[src/rtl/sd_irq_pkg.sv]
package sd_irq_pkg;

  localparam int STAT_W  = 32;
  localparam int DET_W   = 32;
  localparam int NUM_GRP = 4;

  // Direct event positions in the status word
  localparam int BIT_RESP_END  = 0;
  localparam int BIT_DATA_END  = 2;
  localparam int BIT_CARD_OUT  = 3;
  localparam int BIT_CARD_IN   = 4;
  localparam int BIT_FIFO_OVF  = 20;
  localparam int BIT_FIFO_UNF  = 21;
  localparam int BIT_RX_READY  = 24;
  localparam int BIT_TX_REQ    = 25;

  // Summary error positions in the status word
  localparam int BIT_CRC_ERR   = 17;
  localparam int BIT_END_ERR   = 18;
  localparam int BIT_DATA_TO   = 19;
  localparam int BIT_RESP_TO   = 22;

  localparam logic [STAT_W-1:0] DIRECT_MASK =
      (STAT_W'(1) << BIT_RESP_END) | (STAT_W'(1) << BIT_DATA_END) |
      (STAT_W'(1) << BIT_CARD_OUT) | (STAT_W'(1) << BIT_CARD_IN)  |
      (STAT_W'(1) << BIT_FIFO_OVF) | (STAT_W'(1) << BIT_FIFO_UNF) |
      (STAT_W'(1) << BIT_RX_READY) | (STAT_W'(1) << BIT_TX_REQ);

  localparam logic [STAT_W-1:0] SUM_MASK =
      (STAT_W'(1) << BIT_CRC_ERR) | (STAT_W'(1) << BIT_END_ERR) |
      (STAT_W'(1) << BIT_DATA_TO) | (STAT_W'(1) << BIT_RESP_TO);

  localparam logic [STAT_W-1:0] STAT_IMPL = DIRECT_MASK | SUM_MASK;

  // Status position of each summary group
  function automatic int grpBit(input int g);
    case (g)
      0:       grpBit = BIT_DATA_TO;
      1:       grpBit = BIT_RESP_TO;
      2:       grpBit = BIT_CRC_ERR;
      default: grpBit = BIT_END_ERR;
    endcase
  endfunction

  // Detail causes folded into each summary group
  function automatic logic [DET_W-1:0] grpDet(input int g);
    case (g)
      0:       grpDet = (DET_W'(1) << 22) | (DET_W'(1) << 21) | (DET_W'(1) << 20);
      1:       grpDet = (DET_W'(1) << 17) | (DET_W'(1) << 16);
      2:       grpDet = (DET_W'(1) << 11) | (DET_W'(1) << 10) |
                        (DET_W'(1) << 9)  | (DET_W'(1) << 8);
      default: grpDet = (DET_W'(1) << 5) | (DET_W'(1) << 4) |
                        (DET_W'(1) << 3) | (DET_W'(1) << 2);
    endcase
  endfunction

  function automatic logic [DET_W-1:0] detImpl();
    logic [DET_W-1:0] acc;
    acc = '0;
    for (int g = 0; g < NUM_GRP; g++) acc = acc | grpDet(g);
    return acc;
  endfunction

  localparam logic [DET_W-1:0] DET_IMPL = detImpl();

  // Strobes from control to datapath
  typedef struct packed {
    logic [STAT_W-1:0] ackClr;   // status bits to acknowledge
    logic              maskLd;   // load mask
    logic [STAT_W-1:0] maskVal;  // value to load
    logic              softClr;  // clear status and detail
  } irqStrobe_t;

endpackage

[src/rtl/sd_irq_ctrl.sv]
module sd_irq_ctrl
  import sd_irq_pkg::*;
(
  input  logic              softRst,
  input  logic              stWrEn,
  input  logic [STAT_W-1:0] stWrData,
  input  logic              maskWrEn,
  input  logic [STAT_W-1:0] maskWrData,
  output irqStrobe_t        strb
);

  always_comb begin
    strb.softClr = softRst;
    // write-zero acknowledge: a 0 in the data clears an implemented bit
    strb.ackClr  = stWrEn ? (~stWrData & STAT_IMPL) : '0;
    strb.maskLd  = maskWrEn;
    strb.maskVal = maskWrData & STAT_IMPL;
  end

endmodule

[src/rtl/sd_irq_dp.sv]
module sd_irq_dp
  import sd_irq_pkg::*;
(
  input  logic              clk,
  input  logic              rstN,
  input  irqStrobe_t        strb,
  input  logic [STAT_W-1:0] evtPulse,
  input  logic [DET_W-1:0]  detailPulse,
  output logic [STAT_W-1:0] statusQ,
  output logic [DET_W-1:0]  detailQ,
  output logic [STAT_W-1:0] maskQ,
  output logic              irqQ
);

  logic [NUM_GRP-1:0] grpHit;
  logic [NUM_GRP-1:0] grpAck;
  logic [STAT_W-1:0]  sumSet;
  logic [DET_W-1:0]   detClr;
  logic [STAT_W-1:0]  statusNext;
  logic [DET_W-1:0]   detailNext;
  logic [STAT_W-1:0]  maskNext;
  logic               irqNext;

  for (genvar g = 0; g < NUM_GRP; g++) begin : gGrp
    assign grpHit[g] = |(detailPulse & grpDet(g));
    assign grpAck[g] = strb.ackClr[grpBit(g)];
  end

  always_comb begin
    sumSet = '0;
    detClr = '0;
    for (int g = 0; g < NUM_GRP; g++) begin
      if (grpHit[g]) sumSet[grpBit(g)] = 1'b1;
      if (grpAck[g]) detClr = detClr | grpDet(g);
    end
  end

  always_comb begin
    if (strb.softClr) begin
      statusNext = '0;
      detailNext = '0;
    end else begin
      // new events win over a same-cycle acknowledge
      statusNext = (statusQ & ~strb.ackClr) | (evtPulse & DIRECT_MASK) | sumSet;
      detailNext = (detailQ & ~detClr) | (detailPulse & DET_IMPL);
    end
    maskNext = strb.maskLd ? strb.maskVal : maskQ;
    irqNext  = |(statusNext & ~maskNext);
  end

  always_ff @(posedge clk or negedge rstN) begin
    if (!rstN) begin
      statusQ <= '0;
      detailQ <= '0;
      maskQ   <= STAT_IMPL;
      irqQ    <= 1'b0;
    end else begin
      statusQ <= statusNext;
      detailQ <= detailNext;
      maskQ   <= maskNext;
      irqQ    <= irqNext;
    end
  end

endmodule

[src/rtl/sd_irq_unit.sv]
module sd_irq_unit
  import sd_irq_pkg::*;
(
  input  logic              clk,
  input  logic              rstN,
  input  logic              softRst,
  input  logic [STAT_W-1:0] evtPulse,
  input  logic [DET_W-1:0]  detailPulse,
  input  logic              stWrEn,
  input  logic [STAT_W-1:0] stWrData,
  input  logic              maskWrEn,
  input  logic [STAT_W-1:0] maskWrData,
  output logic [STAT_W-1:0] statusOut,
  output logic [DET_W-1:0]  detailOut,
  output logic [STAT_W-1:0] maskOut,
  output logic              irqOut
);

  irqStrobe_t strb;

  sd_irq_ctrl ctrl_i (
    .softRst   (softRst),
    .stWrEn    (stWrEn),
    .stWrData  (stWrData),
    .maskWrEn  (maskWrEn),
    .maskWrData(maskWrData),
    .strb      (strb)
  );

  sd_irq_dp dp_i (
    .clk        (clk),
    .rstN       (rstN),
    .strb       (strb),
    .evtPulse   (evtPulse),
    .detailPulse(detailPulse),
    .statusQ    (statusOut),
    .detailQ    (detailOut),
    .maskQ      (maskOut),
    .irqQ       (irqOut)
  );

endmodule

[config.mk]
export PLATFORM = sky130hd
export DESIGN_NAME = sd_irq_unit
export DESIGN_NICKNAME = d
export VERILOG_FILES = /design/src/rtl/sd_irq_pkg.sv /design/src/rtl/sd_irq_ctrl.sv /design/src/rtl/sd_irq_dp.sv /design/src/rtl/sd_irq_unit.sv
export SDC_FILE = /design/constraint.sdc
export NUM_CORES = 1
export LEC_CHECK = 0
export BUFFER_PORTS_ARGS = -buffer_cell sky130_fd_sc_hd__buf_2
export CORE_MARGIN = 2
export CORE_UTILIZATION = 39
export DETAILED_ROUTE_END_ITERATION = 8
export PLACE_DENSITY_LB_ADDON = 0.15
export SETUP_SLACK_MARGIN = 0.5
export SKIP_CTS_REPAIR_TIMING = 1
export SLEW_MARGIN = 0
export SYNTH_ARGS = -nofsm -noshare
export SYNTH_HDL_FRONTEND = slang
export SYNTH_SLANG_ARGS = --single-unit
export TNS_END_PERCENT = 5
[constraint.sdc]
create_clock -name clk -period 2.8 [get_ports clk]
set_clock_uncertainty 0.1 [all_clocks]
set_input_delay 0 -clock clk [delete_from_list [all_inputs] [get_ports clk]]
set_output_delay 0 -clock clk [all_outputs]
set_load 0.1 [all_outputs]
==> results of run 1 <==
==> worst max path at each step <==
stage / from / end / slack [ns] / cells past startpoint
3_3_place_gp: softRst / dp_i.irqQ$_DFF_PN0_ / 1.04 / 6
5_1_grt: softRst / dp_i.irqQ$_DFF_PN0_ / 0.71 / 7
2_1_floorplan: dp_i.maskQ[23]$_DFF_PN0_ / dp_i.irqQ$_DFF_PN0_ / 0.73 / 5
3_5_place_dp: softRst / dp_i.irqQ$_DFF_PN0_ / 1.02 / 6
4_1_cts: dp_i.statusQ[19]$_DFF_PN0_ / dp_i.irqQ$_DFF_PN0_ / 1.09 / 4
6_report: dp_i.statusQ[25]$_DFF_PN0_ / dp_i.statusQ[25]$_DFF_PN0_ / 0.85 / 4
==> flip-flops by register name, summed over array words and instances, names as in the netlist <==
register,flops
dp_i.irqQ,1
dp_i.maskQ,32
dp_i.detailQ,13
dp_i.statusQ,32
==> layer usage <==
layer	vias up	global-route usage, %
li1	1255	-
met1	1261	24.8
met2	97	26.3
met3	13	4.33
met4	0	6.52
met5	-	0
==> worst reg2reg max path, stage by stage (launching register included) <==
cell and delay (ns):
dfrtp_1 0.38, a21oi_1 0.17, dlygate4sd3_1 0.58, nor2_1 0.04, dlygate4sd3_1 0.56
==> synthesized netlist by cell type (all sizes together) (2+ instances only) <==
cell type,n
nor3,6
a21oi,18
clkbuf,5
a22oi,2
mux2,11
nor4,10
o22ai,3
nand2b,12
a221oi,2
dfstp,12
nor3b,3
or3,2
inv,19
nand4,2
buf,25
nor2b,26
a21o,2
nor2,39
nand2,3
a2111oi,3
dfrtp,66
==> cell type report <==
class | count | area, sq um
tap | 102 | 128
fill | 712 | 3310
antenna | 1 | 2.50
inverter | 19 | 71.3
sequential | 78 | 1970
clock inverter | 3 | 43.8
multi-input combinational | 171 | 1000
clock buffer | 13 | 149
timing repair buffer | 177 | 1130
==> kinds of logic after synthesis <==
logic type | share of synthesized area (%)
buffers and inverters | 8.45
AND/OR/NAND/NOR | 17.2
other | 0.118
AO/OA/AOI/OAI | 7.97
multiplexers | 4.22
flip-flops | 62.0
==> power groups by stage <==
stage / combinational [mW] / clock, mW / sequential, mW
finish: 0.712 / 0.830 / 1.20
global route: 0.746 / 0.895 / 1.21
CTS: 0.659 / 0.853 / 1.20
detailed placement: 0.658 / 0 / 1.22
global placement: 0.655 / 0 / 1.22
floorplan: 0.223 / 0 / 1.55
==> results.md, run 1 <==
* Share of the yosys chip area belonging to registers at 62.0%
* Portion of the clock cycle consumed by the worst path in the final layout at 69.7%
* Actual transition at the worst max-transition pin at 0.963 ns
* Wire length of the first global-routing pass at 11.8 mm
* Routed wire length on met2 at 3.81 mm
* Number of failing hold endpoints at the final stage at 4
* Reported leakage power at 2.32 nW
* Sink count of the clock tree at 78
* Total power at 2.74 mW
* Placed instance count at 500
* X dimension of the die at 94.2 microns
* Outcome: finished, violations left
* Fraction of the core area covered by cells at the end of the flow at 57.6%
* Core outline area at 7810 sq um
* Final Wtd Congestion at 0.738
* Clk network pwr share at 30.2%
* Area of the die at 8870 sq um
* Hold Path End: dp_i.statusQ[24]$_DFF_PN0_
* Maximum cell stage delay along the critical path at 0.58 ns
* Count of vias placed by the detailed router at 2626
* Netlist cell types at 35
* Number of max-slew violations in the final report at 0
* RSZ-0062 raised after global routing: false
* Syn Inst Count at 280
* Highest ir drop seen on vdd at 0.391 mV
* Uppermost signal routing layer after detailed routing: met4
* Routed wire length on met3 at 464 microns
* Warnings from Yosys at 0
* Kind of critical path: reg -> reg
* Top library cells by usage in the layout, fill and taps aside: 126 x buf_2, 66 x dfrtp_1, 47 x dlygate4sd3_1
* TNS Setup at 0 ns
* Final setup violation count at 0
* Number of synthesized flops with an enable pin at 0
* Clock latency at the later pin of the worst-skew pair at 0.34 ns
* Register bit count reported by yosys at 78
* Minimum setup slack in the final design at 0.850 ns
* Standard cell with the maximum stage delay on the critical path: dlygate4sd3_1
* End of the worst register-to-register path: dp_i.statusQ[25]$_DFF_PN0_
* Area growth syn-to-layout at 41.8%
* WHS Path Cells at 4
* Synth Flop Type: dfrtp_1
* Cell area after synthesis at 3170 sq um
* Yosys top cell by area: dfrtp_1
* Most frequent CP cell: dlygate4sd3_1
* Residual DRC count at 0
* Post-layout minimum cycle time at 1.95 ns
* Sum of overflow across all layers after global routing at 0
* Cell Rows at 32
* Total of max-cap violations at 0
* Leading cell type in the layout, fill and taps excluded: buf_2
* Total global-route track usage at 17.6%
* Switching pwr at 0.977 mW
* Internal power of the cells at 1.77 mW
* Share of the synthesized area in the top cell type at 52.1%
* Number of clock buffers inserted by TritonCTS at 9
* Flop-to-flop setup slack at 0.85 ns
* Vias in the first global route at 2381
* Syn avg cell area at 11.3 sq um
* Worst reg2reg startpoint: dp_i.statusQ[25]$_DFF_PN0_
* Remaining number of nets flagged by the antenna check after routing at 0
* TritonCTS clock tree: built
* Cell chosen for the clock root: clkbuf_8
* Depth of the worst register-to-register path at 4
* WP buf/inv at 2
* Number of nets in the layout at 589
* Number of H-tree levels at 3
* Port Buf Inserts at 127
* Setup crit end kind: flip-flop
* Mean routed wirelength per cell at 14.5 microns
* Clock slew seen by the registers of the worst setup and hold paths at 0.07 ns
* Peak fanout along the critical path at 2
* Cell family with the largest share of critical-path delay: buffers and inverters
* Top cells by area, synth: dfrtp_1 52%, dfstp_2 9.9%, buf_4 5.2%
* DR iter-0 viols at 90
* Via density at 4.66
* Layout cells sized above 1 at 36.4%
* Max transition margin at 35.8%
* Die H at 94.2 microns
* Part of the total power dissipated in combinational logic at 25.9%
* Ys async rst share at 100%
* Placed wire-length estimate after detailed placement at 5.60 mm
* Final Cell Area at 4500 sq um
* Tightest hold margin at -0.0791 ns
* Arrival time of data at the critical path endpoint at 2.06 ns
* Sequential cell fraction of total power at 43.8%
* Deepest clock path buffer count at 2
* Starting utilization of the core area at 40.6%
* Failing checks: hold timing
* Power per standard cell area at 610 nW/um^2
* Number of antenna violations at the first check in global routing at 0
* Total detailed-routing wirelength at 8.18 mm
* Fin cells at 564
* HP Start: stWrData[24]
* Number of primary I/O pins at 230
* Number of iterations in the first detailed-routing pass at 4
* Worst Setup Slack post-DPL at 1.02 ns
* Post-Place Cell Area at 3830 sq um
* Switching share of total power at 35.6%
* Launching element type of the critical path: flip-flop
* Peak clock frequency supported by timing at 513 MHz
* Required time reported for the critical path endpoint at 2.91 ns
* Type of the tightest min-delay check: in -> reg
* Critical path cell sequence: a21oi_1 -> dlygate4sd3_1 -> nor2_1 -> dlygate4sd3_1
* Pin count of the biggest net entering global routing at 79
* Met1 Routed Length at 3.74 mm
Note: power is estimated with default switching activity, not from simulation.
==> inputs of run 2 (changes only) <==
==> constraint.sdc (replaced) <==
create_clock -name clk -period 2 [get_ports clk]
set_clock_uncertainty 0.1 [all_clocks]
set_input_delay 0 -clock clk [delete_from_list [all_inputs] [get_ports clk]]
set_output_delay 0 -clock clk [all_outputs]
set_load 0.1 [all_outputs]
==> run 2 against run 1 <==
Against the previous run: cell area up 1.1%; highest routed layer unchanged; global-route usage down 0.32 points; total power increased by 41%; clock power rose by 42%; worst setup slack got worse by 0.60 ns; the run still ends with hold timing left; die area stayed put; largest cell class unchanged; combinational power increased by 40%; final cell count down 0.53%; first-iteration DRC count is 18% lower; core utilization rose by 0.64 points; largest power group unchanged; worst hold slack got worse by 0.031 ns.
==> results.md, run 2 (same netlist as run 1, synthesis figures left out) <==
* Layout cells sized above 1 at 43.8% (+7.3 points)
* Sink count of the clock tree at 78 (unchanged)
* Setup crit end kind: flip-flop
* Count of vias placed by the detailed router at 2598 (-1.1%)
* Number of clock buffers inserted by TritonCTS at 9 (unchanged)
* Via density at 4.63 (-0.54%)
* HP Start: stWrData[2]
* Post-layout minimum cycle time at 1.75 ns (-0.203 ns)
* Cell Rows at 32 (unchanged)
* Number of iterations in the first detailed-routing pass at 4 (unchanged)
* Core outline area at 7810 sq um (unchanged)
* Standard cell with the maximum stage delay on the critical path: dfstp_4
* Kind of critical path: reg -> reg
* Type of the tightest min-delay check: in -> reg
* Flop-to-flop setup slack at 0.25 ns (-0.60 ns)
* Clock slew seen by the registers of the worst setup and hold paths at 0.08 ns (about the same)
* Pin count of the biggest net entering global routing at 35 (-56%)
* Number of failing hold endpoints at the final stage at 7 (+3)
* Number of nets in the layout at 587 (-0.34%)
* Starting utilization of the core area at 40.6% (unchanged)
* Total global-route track usage at 17.3% (-0.32 points)
* Launching element type of the critical path: flip-flop
* Reported leakage power at 2.29 nW (-1.2%)
* Peak clock frequency supported by timing at 572 MHz (+12%)
* Residual DRC count at 0 (unchanged)
* Final setup violation count at 0 (unchanged)
* Max transition margin at 64.6% (+29 points)
* Peak fanout along the critical path at 2 (unchanged)
* Critical path cell sequence: mux2_4 -> nor4_2 -> a2111oi_2 -> o311a_1 -> nand4_1
* Cell chosen for the clock root: clkbuf_8
* Worst reg2reg startpoint: dp_i.maskQ[20]$_DFF_PN1_
* Hold Path End: dp_i.statusQ[2]$_DFF_PN0_
* TNS Setup at 0 ns (unchanged)
* Vias in the first global route at 2256 (-5.2%)
* Port Buf Inserts at 127 (unchanged)
* RSZ-0062 raised after global routing: true
* Portion of the clock cycle consumed by the worst path in the final layout at 87.4% (+18 points)
* Die H at 94.2 microns (unchanged)
* X dimension of the die at 94.2 microns (unchanged)
* Biggest regs: dp_i.maskQ (32), dp_i.statusQ (32), dp_i.detailQ (13)
* # diodes at 0 (-1)
* Power per standard cell area at 852 nW/um^2 (+40%)
* Remaining number of nets flagged by the antenna check after routing at 0 (unchanged)
* Fillers at 673 (-5.5%)
* Highest ir drop seen on vdd at 0.423 mV (+8.1%)
* TritonCTS clock tree: built
* Tightest hold margin at -0.110 ns (-0.0308 ns)
* Number of H-tree levels at 3 (unchanged)
* Required time reported for the critical path endpoint at 2.10 ns (-0.81 ns)
* Outcome: finished, violations left
* WHS Path Cells at 3 (-1)
* Fraction of the core area covered by cells at the end of the flow at 58.2% (+0.64 points)
* Arrival time of data at the critical path endpoint at 1.85 ns (-0.21 ns)
* Placed wire-length estimate after detailed placement at 5.71 mm (+2.1%)
* Actual transition at the worst max-transition pin at 0.518 ns (-0.445 ns)
* Total detailed-routing wirelength at 8.21 mm (+0.44%)
* DR iter-0 viols at 74 (-18%)
* Mean routed wirelength per cell at 14.6 microns (+0.98%)
* Total power at 3.87 mW (+41%)
* Deepest clock path buffer count at 2 (unchanged)
* Depth of the worst register-to-register path at 5 (+1)
* Failing checks: hold timing
* Number of max-slew violations in the final report at 0 (unchanged)
* Number of antenna violations at the first check in global routing at 0 (unchanged)
* Wire length of the first global-routing pass at 11.5 mm (-3.0%)
* Final Wtd Congestion at 0.754 (+2.2%)
* Number of primary I/O pins at 230 (unchanged)
* Leading cell type in the layout, fill and taps excluded: buf_2
* Maximum cell stage delay along the critical path at 0.62 ns (+0.04 ns)
* Area of the die at 8870 sq um (unchanged)
* Clock latency at the later pin of the worst-skew pair at 0.33 ns (about the same)
* Sum of overflow across all layers after global routing at 0 (unchanged)
* Top library cells by usage in the layout, fill and taps aside: 126 x buf_2, 42 x dfrtp_1, 41 x dlygate4sd3_1
* Total of max-cap violations at 0 (unchanged)
* Area growth syn-to-layout at 43.4%
* End of the worst register-to-register path: dp_i.irqQ$_DFF_PN0_
==> run 2: changes by cell type in the layout (fill, tap and decap cells not counted), sizes merged <==
cell,previous run,this run
diode,1,0
dlygate4sd3,47,41
clkinvlp,0,1
clkinv,2,1
buf,130,134
==> run 2: critical path: cells and delay by family (launching register included) <==
family	cells	cell delay [ns]
flops	1	0.62
mux	1	0.16
simple gates	2	0.13
compound gates	2	0.61
==> run 2: layer usage <==
| metal | GRT usage [%] | share of wire, % |
|---|---|---|
| met5 | 0 | 0 |
| met3 | 4.09 | 5.4 |
| met2 | 24.8 | 48 |
| met1 | 25.2 | 45 |
| met4 | 6.52 | 1.2 |
==> run 2: where the power goes <==
group | leakage, nW | total (mW) | switching [mW] | internal, mW
clock network | 0.0996 | 1.18 | 0.538 | 0.645
registers | 0.970 | 1.69 | 0.0298 | 1.66
logic | 1.22 | 1.00 | 0.796 | 0.206
==> run 2: final cells by class <==
class                   instances  area, sq um  share of cell area [%]
multi-input cells             171         1040                    22.8
clock inverters                 3         42.5                   0.936
well taps                     102          128                    2.81
inverters                      19         71.3                    1.57
clock buffers                  13          159                    3.50
flip-flops and latches         78         2010                    44.2
repair buffers                175         1100                    24.2
==> run 2: metrics by stage <==
stage / worst slack (ns) / instances / instance area [sq um]
final: 0.253 / 561 / 4550
after global routing: 0.172 / 561 / 4550
after CTS: 0.258 / 519 / 4110
after detailed placement: 0.274 / 503 / 3910
after global placement: 0.306 / 503 / 3910
after floorplan: 0.167 / 298 / 3290
==> run 2: worst max-delay path by stage <==
| stage | from | slack (ns) | cells after the start | end |
|---|---|---|---|---|
| floorplan | dp_i.maskQ[0]$_DFF_PN1_ | 0.17 | 5 | dp_i.irqQ$_DFF_PN0_ |
| global placement | dp_i.maskQ[0]$_DFF_PN1_ | 0.31 | 5 | dp_i.irqQ$_DFF_PN0_ |
| detailed placement | dp_i.maskQ[0]$_DFF_PN1_ | 0.27 | 5 | dp_i.irqQ$_DFF_PN0_ |
| CTS | dp_i.maskQ[0]$_DFF_PN1_ | 0.26 | 5 | dp_i.irqQ$_DFF_PN0_ |
| global route | dp_i.maskQ[20]$_DFF_PN1_ | 0.17 | 5 | dp_i.irqQ$_DFF_PN0_ |
| finish | dp_i.maskQ[20]$_DFF_PN1_ | 0.25 | 5 | dp_i.irqQ$_DFF_PN0_ |
